===== src/rtl/lcd_bridge_pkg.sv =====
// Package: shared state encodings and pin-override helper for the display bridge.
// Assumes: override codes are 2 bits per pin, 00 = no override.
package lcd_bridge_pkg;

    typedef enum logic [1:0] {
        ENG_IDLE   = 2'd0,
        ENG_SETUP  = 2'd1,
        ENG_STROBE = 2'd2,
        ENG_HOLD   = 2'd3
    } eng_state_t;

    typedef enum logic [1:0] {
        SEQ_IDLE  = 2'd0,
        SEQ_ISSUE = 2'd1,
        SEQ_WAIT  = 2'd2,
        SEQ_ACK   = 2'd3
    } seq_state_t;

    typedef logic [1:0] pin_mode_t;
    localparam pin_mode_t PM_NORMAL  = 2'b00;
    localparam pin_mode_t PM_RELEASE = 2'b01;
    localparam pin_mode_t PM_LOW     = 2'b10;
    localparam pin_mode_t PM_HIGH    = 2'b11;

    // register decode on bus_adr[4:3]
    localparam logic [1:0] REG_CMD   = 2'd0;
    localparam logic [1:0] REG_DATA  = 2'd1;
    localparam logic [1:0] REG_PINS  = 2'd2;

    // returns {level, output_enable} for one pin after override
    function automatic logic [1:0] pin_apply(input pin_mode_t mode,
                                             input logic norm_val,
                                             input logic norm_oe);
        case (mode)
            PM_RELEASE: pin_apply = {norm_val, 1'b0};
            PM_LOW:     pin_apply = 2'b01;
            PM_HIGH:    pin_apply = 2'b11;
            default:    pin_apply = {norm_val, norm_oe};
        endcase
    endfunction

endpackage


===== src/rtl/lcd_lane_pick.sv =====
// Module: lcd_lane_pick
// Picks the next byte lane to send from a pending-lane mask, walking the
// lanes in pair-swapped order (1,0,3,2,...). Purely combinational.
// Assumes: NLANES is even.
module lcd_lane_pick #(
    parameter int NLANES = 8,
    localparam int LW = $clog2(NLANES)
) (
    input  logic [NLANES-1:0] pend,
    output logic              found,
    output logic [LW-1:0]     lane
);
    // scan from the last position down so the earliest position wins
    always_comb begin
        found = 1'b0;
        lane  = '0;
        for (int p = NLANES - 1; p >= 0; p--) begin
            if (pend[p ^ 1]) begin
                found = 1'b1;
                lane  = LW'(p ^ 1);
            end
        end
    end
endmodule


===== src/rtl/lcd_strobe_engine.sv =====
// Module: lcd_strobe_engine
// Runs one panel byte transfer: chip select low for a setup phase, a
// write or read strobe for STROBE_CYC cycles, then a hold phase. It pulses
// done for one cycle when it returns to idle. A read captures d_in on the
// last strobe cycle.
// Assumes: start is only given while idle; all cycle counts >= 1.
module lcd_strobe_engine
    import lcd_bridge_pkg::*;
#(
    parameter int SETUP_CYC  = 2,
    parameter int STROBE_CYC = 3,
    parameter int HOLD_CYC   = 1,
    localparam int MAXC = (SETUP_CYC > STROBE_CYC) ?
                          ((SETUP_CYC > HOLD_CYC) ? SETUP_CYC : HOLD_CYC) :
                          ((STROBE_CYC > HOLD_CYC) ? STROBE_CYC : HOLD_CYC),
    localparam int CW = $clog2(MAXC + 1)
) (
    input  logic       clk,
    input  logic       rst_n,
    input  logic       start,
    input  logic       is_read,
    input  logic       rs_in,
    input  logic [7:0] wbyte,
    input  logic [7:0] d_in,
    output logic       done,
    output logic [7:0] rbyte,
    output logic       cs_n,
    output logic       wr_n,
    output logic       rd_n,
    output logic       rs,
    output logic [7:0] d_o,
    output logic [7:0] d_oe
);
    eng_state_t    st;
    logic [CW-1:0] cnt;
    logic          rd_q;

    // phase sequencing, counters and captured values
    always_ff @(posedge clk) begin
        if (!rst_n) begin
            st    <= ENG_IDLE;
            cnt   <= '0;
            rd_q  <= 1'b0;
            done  <= 1'b0;
            rbyte <= '0;
            rs    <= 1'b1;
            d_o   <= '0;
        end else begin
            done <= 1'b0;
            case (st)
                ENG_IDLE: begin
                    if (start) begin
                        st   <= ENG_SETUP;
                        cnt  <= CW'(SETUP_CYC - 1);
                        rd_q <= is_read;
                        rs   <= rs_in;
                        if (!is_read) d_o <= wbyte;
                    end
                end
                ENG_SETUP: begin
                    if (cnt == '0) begin
                        st  <= ENG_STROBE;
                        cnt <= CW'(STROBE_CYC - 1);
                    end else begin
                        cnt <= cnt - 1'b1;
                    end
                end
                ENG_STROBE: begin
                    if (cnt == '0) begin
                        st  <= ENG_HOLD;
                        cnt <= CW'(HOLD_CYC - 1);
                        if (rd_q) rbyte <= d_in;
                    end else begin
                        cnt <= cnt - 1'b1;
                    end
                end
                default: begin
                    if (cnt == '0) begin
                        st   <= ENG_IDLE;
                        done <= 1'b1;
                    end else begin
                        cnt <= cnt - 1'b1;
                    end
                end
            endcase
        end
    end

    // pin levels decoded from the phase
    always_comb begin
        cs_n = (st == ENG_IDLE);
        wr_n = !((st == ENG_STROBE) && !rd_q);
        rd_n = !((st == ENG_STROBE) && rd_q);
        d_oe = (rd_q && (st != ENG_IDLE)) ? 8'h00 : 8'hFF;
    end
endmodule


===== src/rtl/lcd_pin_mux.sv =====
// Module: lcd_pin_mux
// Applies the pin-control register on top of the normal panel drive for
// register-select, data pins 0 and 1, and chip select.
// Assumes: cfg fields are [1:0] RS, [3:2] D0, [5:4] D1, [7:6] CS.
module lcd_pin_mux
    import lcd_bridge_pkg::*;
(
    input  logic [7:0] cfg,
    input  logic       rs_n_val,
    input  logic       cs_n_val,
    input  logic [7:0] d_val,
    input  logic [7:0] d_en,
    output logic       rs_o,
    output logic       rs_oe,
    output logic       cs_n_o,
    output logic       cs_oe,
    output logic [7:0] d_o,
    output logic [7:0] d_oe
);
    logic [1:0] rs_r, cs_r, d0_r, d1_r;

    // override resolution per pin
    always_comb begin
        rs_r = pin_apply(cfg[1:0], rs_n_val, 1'b1);
        d0_r = pin_apply(cfg[3:2], d_val[0], d_en[0]);
        d1_r = pin_apply(cfg[5:4], d_val[1], d_en[1]);
        cs_r = pin_apply(cfg[7:6], cs_n_val, 1'b1);
        rs_o   = rs_r[1];
        rs_oe  = rs_r[0];
        cs_n_o = cs_r[1];
        cs_oe  = cs_r[0];
        d_o    = {d_val[7:2], d1_r[1], d0_r[1]};
        d_oe   = {d_en[7:2], d1_r[0], d0_r[0]};
    end
endmodule


===== src/rtl/lcd_bus_bridge.sv =====
// Module: lcd_bus_bridge (top)
// Bus slave that converts command/data register accesses into 8-bit panel
// strobes. Writes go out in pair-swapped lane order; reads return one panel
// byte replicated on every lane. It also holds the pin-control override
// register.
// Assumes: the master holds req/adr/sel/wdata stable until bus_ack and
// drops bus_req right after it.
module lcd_bus_bridge
    import lcd_bridge_pkg::*;
#(
    parameter int NLANES     = 8,
    parameter int SETUP_CYC  = 2,
    parameter int STROBE_CYC = 3,
    parameter int HOLD_CYC   = 1,
    localparam int DW = NLANES * 8,
    localparam int LW = $clog2(NLANES)
) (
    input  logic          clk,
    input  logic          rst_n,
    input  logic          bus_req,
    input  logic          bus_we,
    input  logic [4:0]    bus_adr,
    input  logic [NLANES-1:0] bus_sel,
    input  logic [DW-1:0] bus_wdata,
    output logic [DW-1:0] bus_rdata,
    output logic          bus_ack,
    input  logic [7:0]    lcd_d_i,
    output logic [7:0]    lcd_d_o,
    output logic [7:0]    lcd_d_oe,
    output logic          lcd_rs_o,
    output logic          lcd_rs_oe,
    output logic          lcd_cs_n_o,
    output logic          lcd_cs_oe,
    output logic          lcd_wr_n,
    output logic          lcd_rd_n
);
    seq_state_t        st;
    logic [NLANES-1:0] pend;
    logic [NLANES-1:0] pend_after;
    logic [NLANES-1:0] pend_init;
    logic              rd_op;
    logic              rs_q;
    logic [7:0]        touch_q;
    logic [DW-1:0]     rdata_q;

    logic              lane_found;
    logic [LW-1:0]     lane;
    logic              eng_start;
    logic              eng_done;
    logic [7:0]        eng_rbyte;
    logic              eng_cs_n, eng_rs;
    logic [7:0]        eng_d_o, eng_d_oe;

    lcd_lane_pick #(.NLANES(NLANES)) u_pick (
        .pend  (pend),
        .found (lane_found),
        .lane  (lane)
    );

    lcd_strobe_engine #(
        .SETUP_CYC (SETUP_CYC),
        .STROBE_CYC(STROBE_CYC),
        .HOLD_CYC  (HOLD_CYC)
    ) u_eng (
        .clk    (clk),
        .rst_n  (rst_n),
        .start  (eng_start),
        .is_read(rd_op),
        .rs_in  (rs_q),
        .wbyte  (bus_wdata[lane*8 +: 8]),
        .d_in   (lcd_d_i),
        .done   (eng_done),
        .rbyte  (eng_rbyte),
        .cs_n   (eng_cs_n),
        .wr_n   (lcd_wr_n),
        .rd_n   (lcd_rd_n),
        .rs     (eng_rs),
        .d_o    (eng_d_o),
        .d_oe   (eng_d_oe)
    );

    lcd_pin_mux u_mux (
        .cfg     (touch_q),
        .rs_n_val(eng_rs),
        .cs_n_val(eng_cs_n),
        .d_val   (eng_d_o),
        .d_en    (eng_d_oe),
        .rs_o    (lcd_rs_o),
        .rs_oe   (lcd_rs_oe),
        .cs_n_o  (lcd_cs_n_o),
        .cs_oe   (lcd_cs_oe),
        .d_o     (lcd_d_o),
        .d_oe    (lcd_d_oe)
    );

    // lanes to send for a new access: command uses lane 0 only, reads one byte
    always_comb begin
        if (!bus_we)
            pend_init = NLANES'(1);
        else if (bus_adr[4:3] == REG_CMD)
            pend_init = {{(NLANES-1){1'b0}}, bus_sel[0]};
        else
            pend_init = bus_sel;
        pend_after = pend & ~(NLANES'(1) << lane);
    end

    // access sequencer: decode, per-byte issue, completion and acknowledge
    always_ff @(posedge clk) begin
        if (!rst_n) begin
            st      <= SEQ_IDLE;
            pend    <= '0;
            rd_op   <= 1'b0;
            rs_q    <= 1'b1;
            touch_q <= '0;
            rdata_q <= '0;
        end else begin
            case (st)
                SEQ_IDLE: begin
                    if (bus_req) begin
                        rd_op <= !bus_we;
                        case (bus_adr[4:3])
                            REG_CMD, REG_DATA: begin
                                rs_q <= (bus_adr[4:3] == REG_DATA);
                                pend <= pend_init;
                                st   <= (pend_init == '0) ? SEQ_ACK : SEQ_ISSUE;
                            end
                            REG_PINS: begin
                                if (bus_we && bus_sel[0]) touch_q <= bus_wdata[7:0];
                                if (!bus_we) rdata_q <= {NLANES{touch_q}};
                                st <= SEQ_ACK;
                            end
                            default: begin
                                if (!bus_we) rdata_q <= '0;
                                st <= SEQ_ACK;
                            end
                        endcase
                    end
                end
                SEQ_ISSUE: st <= SEQ_WAIT;
                SEQ_WAIT: begin
                    if (eng_done) begin
                        if (rd_op) rdata_q <= {NLANES{eng_rbyte}};
                        pend <= pend_after;
                        st   <= (pend_after == '0) ? SEQ_ACK : SEQ_ISSUE;
                    end
                end
                default: st <= SEQ_IDLE;
            endcase
        end
    end

    // handshake outputs
    always_comb begin
        eng_start = (st == SEQ_ISSUE) && lane_found;
        bus_ack   = (st == SEQ_ACK);
        bus_rdata = rdata_q;
    end
endmodule


===== config.mk =====
export PLATFORM = sky130hd
export DESIGN_NAME = lcd_bus_bridge
export DESIGN_NICKNAME = d
export VERILOG_FILES = /design/src/rtl/lcd_bridge_pkg.sv /design/src/rtl/lcd_lane_pick.sv /design/src/rtl/lcd_strobe_engine.sv /design/src/rtl/lcd_pin_mux.sv /design/src/rtl/lcd_bus_bridge.sv
export SDC_FILE = /design/constraint.sdc
export NUM_CORES = 1
export LEC_CHECK = 0
export CORE_MARGIN = 5
export CORE_UTILIZATION = 40
export CTS_CLUSTER_SIZE = 40
export DETAILED_ROUTE_END_ITERATION = 10
export DONT_BUFFER_PORTS = 1
export PLACE_DENSITY = 0.58
export SLEW_MARGIN = 5
export SYNTH_ARGS = -nofsm -noshare
export SYNTH_HDL_FRONTEND = slang
export SYNTH_HIERARCHICAL = 1
export SYNTH_SLANG_ARGS = --single-unit

===== constraint.sdc =====
create_clock -name clk -period 3.3 [get_ports clk]
set_input_delay 0 -clock clk [delete_from_list [all_inputs] [get_ports clk]]
set_output_delay 0 -clock clk [all_outputs]
set_load 0.01 [all_outputs]

==> results_dict.tcl <==
set metrics [dict create \
    root_buffer "clkbuf_8" \
    antenna_found_initial 1 \
    clock_power_share_pct 25.4 \
    max_freq_mhz 382 \
    synth-edff-count 0 \
    p_int_mw 1.16 \
    startpoint_type "flop" \
    grt_max_degree 28 \
    firstDrtPassIters 4 \
    tightest_slew_ps 983 \
    place_congestion 0.811 \
    area_delta_synth_final_pct -1.48 \
    placed_cell_area_um2 3330 \
    post-route-period-util_pct 79.4 \
    place_ws_ps 706 \
    clk_latency_ps 310 \
    setup_tns_ps 0 \
    syn_area_um2 3810 \
    finalClockSkew_ps 8.00 \
    relSlewSlack_pct 34.5 \
    drt-total-wl_mm 9.54 \
    portBuffers 0 \
    power_density_nw_per_um2 477 \
    rsz0062_at_grt "false" \
    start_util_pct 41.0 \
    max-cap-violations 0 \
    p_total_mw 1.79 \
    arrival_ps 2830 \
    setup_viol_count_final 0 \
    fp-row-count 35 \
    clk_pin_slew_worst_paths_ps 100 \
    grt_usage_pct 16.1 \
    synthCells 424 \
    grt_pass1_vias 2693 \
    regArea_um2 1020 \
    async_flop_share_pct 0 \
    fill_cells 966 \
    min_path_cells 3 \
    synth_nets 522 \
    grt_overflow 0 \
    ant_nets 0 \
    multi_input_area_um2 2070 \
    vias 2700 \
    power_frac_seq_pct 43.1 \
    drc 0 \
    peakVddDrop_v 0.000229 \
    outcome "complete, no violations" \
    core_um2 9280 \
    setup_slack_ps 679 \
    swShare_pct 35.2 \
    synth_seq_cells 51 \
    die_h_um 108 \
    rr_startpoint "pend[7]" \
    r2r_cells 8 \
    ios 176 \
    regToRegSetupSlack_ps 680 \
    routedWlPerCell_um 19.0 \
    cts_resized 0 \
    layout-drive-gt1-share_pct 13.2 \
    setup.worst_path.end_class "flop" \
    numCtsBuffers 5 \
    hold_path_end "st[1]" \
    die_area_um2 11600 \
    fin_crit_ps 2620 \
    fin_area_um2 3750 \
    hp-start "bus_req" \
    synth_warnings 6 \
    hold_violations 0 \
    hold_class "input port to flop" \
    cts.sinks 51 \
    p_sw_mw 0.630 \
    synth.distinct_cells 57 \
    syn_avg_cell_area_um2 8.99 \
    combPwrFrac_pct 31.5 \
    cp_max_fo 19 \
    grt_pass1_wl_mm 14.7 \
    drt_iter0_markers 132 \
    crit_required_ps 3510 \
    cts_tree "built" \
    maxSlewViolCount 0 \
    synth.yosys.seq_area_share_pct 26.8 \
    post_cts_buffers 0 \
    dieWidth_um 108 \
    total_leakage_power_nw 1.40 \
    avgViaCountPerCell 5.39 \
    ys.flop_type "dfxtp_1" \
    finish.utilization_pct 40.4 \
    hpwl_mm 7.21 \
    crit_type "flop to flop" \
    nets 468 \
    r2r_end "u_eng/d_o[4]" \
    clockBufferDepth 2 \
    htreeDepth 2 \
]
[per-layer routing]
metal	vias up	part of all wire, %	global-route usage, %
met5	-	0	0
met4	0	1.8	4.42
met3	17	7.4	4.38
met2	116	49	26.5
met1	1270	42	20.7
li1	1297	-	-
[through the flow]
stage          cells  hold slack [ps]
2_1_floorplan    424             61.9
3_3_place_gp     462             72.8
3_5_place_dp     462             73.8
4_1_cts          500             4.28
5_1_grt          500             18.1
6_report         501             17.4
[area by class of cell]
class	count	area share (%)
Antenna cell	1	0.0667
Inverter	13	1.30
Clock inverter	3	1.27
Multi-Input combinational cell	265	55.2
Clock buffer	5	1.83
Tap cell	129	4.30
Sequential cell	51	27.2
Timing Repair Buffer	34	8.80
[worst max path at each step]
stage                       start            to  slack, ps  depth (start not counted)
after floorplan           pend[4]  u_eng/d_o[0]       1420                         10
after global placement    pend[7]  u_eng/d_o[4]        740                          8
after detailed placement  pend[7]  u_eng/d_o[4]        710                          8
after CTS                 pend[7]  u_eng/d_o[4]        690                          8
after global routing      pend[7]  u_eng/d_o[4]        470                          8
final                     pend[7]  u_eng/d_o[4]        680                          8
[cells by family after synthesis]
family	share of synthesized area, %
buffers and inverters	19.5
and+or+nand+nor	19.7
adders and majority gates	2.96
muxes	16.5
AOI/OAI and AO/OA	14.6
DFF	26.8
[flip-flops by register name (all words and copies together), names as in the netlist, 2 cells and up]
signal,cells
bus_rdata,8
pend,8
touch_q,8
u_eng/d_o,8
u_eng/rbyte,8
st,2
u_eng/cnt,2
u_eng/st,2
[critical path: stages, from the launching register on]
cell	delay, ps
dfxtp_1	420
a21oi_1	130
o31ai_4	800
buf_4	350
mux4_1	580
nand2_1	80
nand2_1	60
nand2_1	50
a21boi_1	50
[layout by cell type (no fill, tap or decap), types with 2 or more instances in the layout]
cell            n
mux4_1          2
nor4b_4         2
a211oi_2        4
a22oi_1         8
nor4_1          2
ha_1            9
o211a_1         2
nor3_1          3
nand3b_1        3
a21o_2          2
buf_4           4
nand2_1        57
a211oi_1        6
a21boi_1        9
nor2_1         24
mux2_4          4
and2_1          5
dlygate4sd3_1  30
o21ai_0        14
nand3_1         5
nor2b_1        12
mux2i_1        20
clkbuf_8        5
a21oi_1        18
mux4_2         14
dfxtp_1        51
nand2b_1       10
inv_1          12
or3b_1          3
[cells in the mapped netlist (all sizes together) (10+ instances only)]
cell / instances / area share, %
a211oi: 11 / 2.7
a21boi: 10 / 2.0
a21oi: 20 / 3.0
buf: 89 / 18
dfxtp: 51 / 27
inv: 12 / 1.2
mux2i: 20 / 5.3
mux4: 16 / 9.7
nand2: 57 / 5.6
nand2b: 10 / 1.6
nor2: 25 / 2.5
nor2b: 13 / 2.3
o21ai: 15 / 2.0
[power by group through the flow]
stage / combinational (mW) / clock, mW / sequential (mW)
2_1_floorplan: 0.584 / 0 / 0.718
3_3_place_gp: 0.518 / 0 / 0.785
3_5_place_dp: 0.523 / 0 / 0.788
4_1_cts: 0.566 / 0.466 / 0.774
5_1_grt: 0.624 / 0.491 / 0.787
6_report: 0.564 / 0.455 / 0.773
[what timing repair did]
action	CTS	global route
endpoints found under the hold margin	43	0
endpoints found under the setup margin	0	0
hold buffers	30	0
No activity file was read; power rests on OpenSTA's default activity.
